<file path="src/rtl/ufu_pkg.sv">
package ufu_pkg;

  typedef enum logic [3:0] {
    OP_ADD  = 4'd0,
    OP_SUB  = 4'd1,
    OP_NEG  = 4'd2,
    OP_AND  = 4'd3,
    OP_OR   = 4'd4,
    OP_XOR  = 4'd5,
    OP_SHL  = 4'd6,
    OP_SHR  = 4'd7,
    OP_SRA  = 4'd8,
    OP_SEL  = 4'd9,
    OP_MUL  = 4'd10,
    OP_MADD = 4'd11,
    OP_MSUB = 4'd12,
    OP_SLT  = 4'd13,
    OP_EQ   = 4'd14,
    OP_NONE = 4'd15
  } ufu_op_e;

  function automatic logic is_mac_op(input ufu_op_e op);
    return (op == OP_MUL) || (op == OP_MADD) || (op == OP_MSUB);
  endfunction

endpackage

</file>
<file path="src/rtl/ufu_mac_pipe.sv">
module ufu_mac_pipe
  import ufu_pkg::*;
#(
  parameter int W = 32
) (
  input  logic         clk,
  input  logic         rst,
  input  logic         load,
  input  ufu_op_e      op,
  input  logic [W-1:0] a,
  input  logic [W-1:0] b,
  input  logic [W-1:0] c,
  output logic [W-1:0] sum
);

  // Only the low word of the product survives, so the multiplier is cut to W bits
  logic [W-1:0] prod_lo;
  logic [W-1:0] prod_q;
  logic [W-1:0] addend_q;
  logic         neg_q;

  assign prod_lo = a * b;

  always_ff @(posedge clk) begin
    if (rst) begin
      prod_q   <= '0;
      addend_q <= '0;
      neg_q    <= 1'b0;
    end else if (load) begin
      prod_q   <= prod_lo;
      addend_q <= (op == OP_MUL) ? '0 : c;
      neg_q    <= (op == OP_MSUB);
    end
  end

  // Second stage: the accumulate sits after the product register
  assign sum = neg_q ? (prod_q - addend_q) : (prod_q + addend_q);

  p_madd_sum_r9: assert property (@(posedge clk) disable iff (rst)
    (load && op == OP_MADD) |=> (sum == $past(a * b + c)));

  p_msub_sum_r9: assert property (@(posedge clk) disable iff (rst)
    (load && op == OP_MSUB) |=> (sum == $past(a * b - c)));

endmodule

</file>
<file path="src/rtl/ufu_simple_path.sv">
module ufu_simple_path
  import ufu_pkg::*;
#(
  parameter int W = 32
) (
  input  logic         clk,
  input  logic         rst,
  input  logic         load,
  input  ufu_op_e      op,
  input  logic [W-1:0] a,
  input  logic [W-1:0] b,
  input  logic [W-1:0] d,
  output logic [W-1:0] res_q
);

  localparam int SH_W = $clog2(W);

  logic [SH_W-1:0] sh;
  logic [W-1:0]    res_d;
  logic            unused_pred_hi;

  assign sh             = b[SH_W-1:0];
  assign unused_pred_hi = ^d[W-1:1];

  always_comb begin
    case (op)
      OP_ADD:  res_d = a + b;
      OP_SUB:  res_d = a - b;
      OP_NEG:  res_d = '0 - a;
      OP_AND:  res_d = a & b;
      OP_OR:   res_d = a | b;
      OP_XOR:  res_d = a ^ b;
      OP_SHL:  res_d = a << sh;
      OP_SHR:  res_d = a >> sh;
      OP_SRA:  res_d = W'($signed(a) >>> sh);
      OP_SEL:  res_d = d[0] ? a : b;
      OP_SLT:  res_d = {{(W-1){1'b0}}, ($signed(a) < $signed(b))};
      OP_EQ:   res_d = {{(W-1){1'b0}}, (a == b)};
      default: res_d = '0;
    endcase
  end

  // Delay register: gives the single-cycle results the same latency as the multiply path
  always_ff @(posedge clk) begin
    if (rst)       res_q <= '0;
    else if (load) res_q <= res_d;
  end

  p_select_steer_r7: assert property (@(posedge clk) disable iff (rst)
    (load && op == OP_SEL) |=> (res_q == ($past(d[0]) ? $past(a) : $past(b))));

  p_shift_left_r5: assert property (@(posedge clk) disable iff (rst)
    (load && op == OP_SHL) |=> (res_q == ($past(a) << $past(b[SH_W-1:0]))));

endmodule

</file>
<file path="src/rtl/ufu_madd_unit.sv">
module ufu_madd_unit
  import ufu_pkg::*;
#(
  parameter int W = 32
) (
  input  logic         clk,
  input  logic         rst,
  input  logic         in_valid,
  input  logic [3:0]   in_op,
  input  logic [W-1:0] opnd_a,
  input  logic [W-1:0] opnd_b,
  input  logic [W-1:0] opnd_c,
  input  logic [W-1:0] opnd_d,
  output logic         out_valid,
  output logic [W-1:0] out_data
);

  ufu_op_e      op;
  logic         issue_mac;
  logic         v1_q;
  logic         mac1_q;
  logic [W-1:0] mac_sum;
  logic [W-1:0] simple_res;

  assign op        = ufu_op_e'(in_op);
  assign issue_mac = is_mac_op(op);

  ufu_mac_pipe #(.W(W)) u_mac (
    .clk  (clk),
    .rst  (rst),
    .load (in_valid && issue_mac),
    .op   (op),
    .a    (opnd_a),
    .b    (opnd_b),
    .c    (opnd_c),
    .sum  (mac_sum)
  );

  ufu_simple_path #(.W(W)) u_simple (
    .clk   (clk),
    .rst   (rst),
    .load  (in_valid && !issue_mac),
    .op    (op),
    .a     (opnd_a),
    .b     (opnd_b),
    .d     (opnd_d),
    .res_q (simple_res)
  );

  // Stage 1 tag: valid flag and which path holds the result
  always_ff @(posedge clk) begin
    if (rst) begin
      v1_q   <= 1'b0;
      mac1_q <= 1'b0;
    end else begin
      v1_q   <= in_valid;
      mac1_q <= issue_mac;
    end
  end

  // Stage 2: one shared output register, loaded only for a valid operation
  always_ff @(posedge clk) begin
    if (rst) begin
      out_valid <= 1'b0;
      out_data  <= '0;
    end else begin
      out_valid <= v1_q;
      if (v1_q) out_data <= mac1_q ? mac_sum : simple_res;
    end
  end

  p_reset_clear_r1: assert property (@(posedge clk)
    rst |=> (!out_valid && out_data == '0));

  p_issue_latency_r2: assert property (@(posedge clk) disable iff (rst)
    in_valid |=> ##1 out_valid);

  p_bubble_hold_r2: assert property (@(posedge clk) disable iff (rst)
    !in_valid |=> ##1 (!out_valid && $stable(out_data)));

  p_mul_low_r8: assert property (@(posedge clk) disable iff (rst)
    (in_valid && in_op == OP_MUL) |=> ##1 (out_data == $past(opnd_a * opnd_b, 2)));

  p_unassigned_zero_r10: assert property (@(posedge clk) disable iff (rst)
    (in_valid && in_op == OP_NONE) |=> ##1 (out_data == '0));

endmodule

</file>
<file path="config.mk">
export PLATFORM = sky130hd
export DESIGN_NAME = ufu_madd_unit
export DESIGN_NICKNAME = d
export VERILOG_FILES = /design/src/rtl/ufu_pkg.sv /design/src/rtl/ufu_mac_pipe.sv /design/src/rtl/ufu_simple_path.sv /design/src/rtl/ufu_madd_unit.sv
export SDC_FILE = /design/constraint.sdc
export NUM_CORES = 2
export LEC_CHECK = 0
export BUFFER_PORTS_ARGS = -buffer_cell sky130_fd_sc_hd__buf_4
export CAP_MARGIN = 20
export CORE_MARGIN = 3
export CORE_UTILIZATION = 25
export CTS_CLUSTER_SIZE = 10
export DETAILED_ROUTE_END_ITERATION = 10
export HOLD_SLACK_MARGIN = 0.08
export SYNTH_ARGS = -nofsm -noshare
export SYNTH_HDL_FRONTEND = slang
export SYNTH_HIERARCHICAL = 1
export SYNTH_SLANG_ARGS = --single-unit
export TNS_END_PERCENT = 20
</file>
<file path="constraint.sdc">
create_clock -name clk -period 8.67 [get_ports clk]
set_input_delay 1.734 -clock clk [delete_from_list [all_inputs] [get_ports clk]]
set_output_delay 1.734 -clock clk [all_outputs]
set_load 0.005 [all_outputs]
</file>
==> impl_metrics.ini <==
[place]
dp_hpwl_mm = 112
place_congestion = 1.02
port_buffers = 136
pre_cts_slack_ns = -0.0474

[floorplanning]
num_rows = 133
core_sq_mm = 0.132
num_io_pins = 168
start_util_pct = 25.4
die_area_sq_mm = 0.139
die_h_um = 373
die_x_um = 373

[sta]
period_share_pct = 95.6
slew_violations = 0
rsz0062_at_grt = no
final-hold-violation-count = 0
setup_violations = 0
worst_clock_skew_ns = 0.0138
period_needed_ns = 8.29
fmax_ghz = 0.121
fin_ws_ns = 0.380
slew_headroom_pct = 22.8
tightest_slew_ns = 1.16

[clock_tree]
cts_max_level = 4
cts.clk_slew.worst_paths_ns = 0.06
insertion_delay_ns = 0.46
ctsRootBufferMaster = clkbuf_16
numCtsBuffers = 17
postCtsSetupBuffers = 0
clock_sinks = 132
cts_max_path_buffers = 2
cts_tree = built

[yosys]
syn_area_sq_mm = 0.0336
synthArstFlopShare_pct = 0
synth-compound-area-share_pct = 18.1
synth_flop_cell = dfxtp_1
synth_top_family_by_area = adder cells
synth_seq_cells = 132
syn_inst = 4164
avgSynthCellArea_sq_um = 8.07
synthTopCellsByArea = fa_1 (24%), ha_1 (9.7%), dfxtp_1 (7.9%)
yosys.area_share.simple_pct = 19.2
ys.warnings.count = 6
synth_area_leader_cell = fa_1
synth_top_area_share_pct = 24.5
synthAdderAreaFrac_pct = 34.2
yosysSeqAreaShare_pct = 7.87
synth-edff-count = 0
synth_cell_types = 116
synth_mux_area_share_pct = 6.59
synth-xor-area-share_pct = 4.47
syn-num-nets = 4970

[grt]
antenna_found_initial = 19
grt_usage_pct = 19.9
globalRouteOverflowTotal = 0
grt_max_degree = 84
grt_pass1_vias = 31400
grt_pass1_wl_mm = 207

[cells_and_area]
fillers = 14400
layout.nets = 5017
drive_gt1_share_pct = 11.0
area_growth_pct = 12.0

[detailed_routing]
drt_pass1_iterations = 9
antenna_left = 0
drt_iter0_markers = 3686
remaining_drc_errors = 0
finalWirelength_mm = 141
post_drt_wl_per_cell_um = 23.5
vias = 31800
drt-vias-per-instance = 5.31

[setup_path]
cp-start-kind = input port
timing.rr.start = u_mac/addend_q[2]$_SDFFE_PP0P_
cp-startpoint = opnd_b[2]
path_max_fanout = 15
crit_arrival_ns = 8.62
critical_path_class = input port to register
worstPathRequired_ns = 9.00
end_kind = register

[status]
status = complete, no violations

[worst_hold_path]
hp-class = register to register
hold_path.startpoint = u_mac/prod_q[25]$_SDFFE_PP0P_

[run]
maxCapViolCount = 0
-- worst paths after layout --
path | slack (ns) | depth (start not counted) | to
worst min register to register | 0.47 | 2 | u_mac/prod_q[25]$_SDFFE_PP0P_
worst min-delay path | 0.47 | 2 | u_mac/prod_q[25]$_SDFFE_PP0P_
worst max-delay path | 0.38 | 26 | u_mac/prod_q[22]$_SDFFE_PP0P_
worst max register to register | 3.51 | 15 | out_data[25]$_SDFFE_PP0P_
-- stage by stage --
step	cells	hold slack, ns	utilization, %	instance area [sq um]	TNS (ns)
after global placement	5945	0.450	27.9	36900	-0.0548
after detailed placement	5945	0.456	27.9	36900	-0.0775
after CTS	5977	0.467	28.3	37500	0
after global routing	5981	0.484	28.4	37600	0
final	5992	0.474	28.4	37600	0
after floorplan	4164	0.424	-	33600	0
-- what timing repair did --
action | in CTS | in global routing
setup endpoints to repair | 0 | 1
hold buffers | 0 | 0
resized for setup | 0 | 1
-- worst max-delay path, stage by stage --
cell       delay [ns]
buf_4            0.17
buf_4            0.20
and2_1           0.20
fa_1             0.54
inv_1            0.05
fa_1             0.49
fa_1             0.45
fa_1             0.55
inv_1            0.04
ha_1             0.27
ha_1             0.30
fa_1             0.50
fa_1             0.42
ha_1             0.39
o21ai_0          0.20
nor2_1           0.08
a2111oi_0        0.39
buf_4            0.19
a211oi_1         0.12
nor3_2           0.26
buf_4            0.16
o2bb2ai_1        0.16
o21ai_0          0.21
xnor2_2          0.29
buf_4            0.17
o21ai_0          0.06
-- synth_stat cells, types with 8 or more instances --
cell type  number
a2111oi_0      10
a211o_1        12
a211oi_1       75
a21o_1         43
a21oi_1       200
a221o_1        20
a221oi_1       33
a22oi_1        46
a31oi_1        24
and2_1        283
and3_1         18
buf_1          14
buf_2          38
buf_6          12
clkbuf_1      206
dfxtp_1       132
fa_1          411
ha_1          260
inv_1         522
mux2_2         21
mux2i_1       134
mux4_2         26
nand2_1       462
nand2b_1       21
nand3_1        50
nand4_1        13
nor2_1        301
nor2b_1        27
nor3_1         48
nor4_1         19
o2111ai_1       8
o211ai_1       41
o21a_1         13
o21ai_0       145
o21ai_1        28
o21bai_1       13
o221ai_1       14
o22ai_1        34
o31a_1          8
o31ai_1        22
or3_1          11
or4_1          11
xnor2_1       141
xor2_1         28
-- registers in the layout (all words and copies together), names as in the netlist --
register        cells
out_data           32
u_mac/addend_q     32
u_mac/prod_q       32
u_simple/res_q     32
mac1_q              1
out_valid           1
u_mac/neg_q         1
v1_q                1
-- cells in the final DEF, fill, tap and decap left out, types with 26 or more instances in the layout --
master,n
inv_1,522
nand2_1,462
fa_1,411
buf_4,302
nor2_1,300
and2_1,283
ha_1,260
a21oi_1,200
o21ai_0,145
xnor2_1,140
mux2i_1,134
dfxtp_1,130
a211oi_1,75
nand3_1,50
nor3_1,48
a22oi_1,46
a21o_1,43
o211ai_1,41
o22ai_1,34
a221oi_1,33
xor2_1,28
o21ai_1,28
nor2b_1,27
mux4_2,26
-- routing by layer --
| metal | vias to the layer above | track usage, % | part of all wire [%] | wire length, um |
|---|---|---|---|---|
| li1 | 14100 | - | - | - |
| met1 | 15900 | 26.5 | 42 | 59200 |
| met2 | 1583 | 31.6 | 45 | 62800 |
| met3 | 260 | 3.59 | 9.1 | 12800 |
| met4 | 10 | 7.76 | 4.3 | 6110 |
| met5 | - | 0 | 0.044 | 62 |
-- kinds of logic after synthesis --
kind of cell    Yosys count
xor+xnor                170
buf+inv                 807
compound gates          883
simple gates           1316
fa+ha+maj               671
mux                     185
flops                   132
-- area by class of cell --
| cell class | instances | area (sq um) | area share [%] |
|---|---|---|---|
| clock inverter | 15 | 188 | 0.499 |
| antenna | 13 | 32.5 | 0.0865 |
| sequential | 132 | 2650 | 7.03 |
| timing repair buffer | 306 | 2350 | 6.26 |
| tap | 1755 | 2200 | 5.84 |
| clock buffer | 17 | 425 | 1.13 |
| multi-input combinational | 3225 | 27800 | 73.9 |
| inverter | 529 | 1990 | 5.28 |
Power is not shown: default switching activity piles up to over one toggle a cycle in this logic, so the estimate is an artifact.
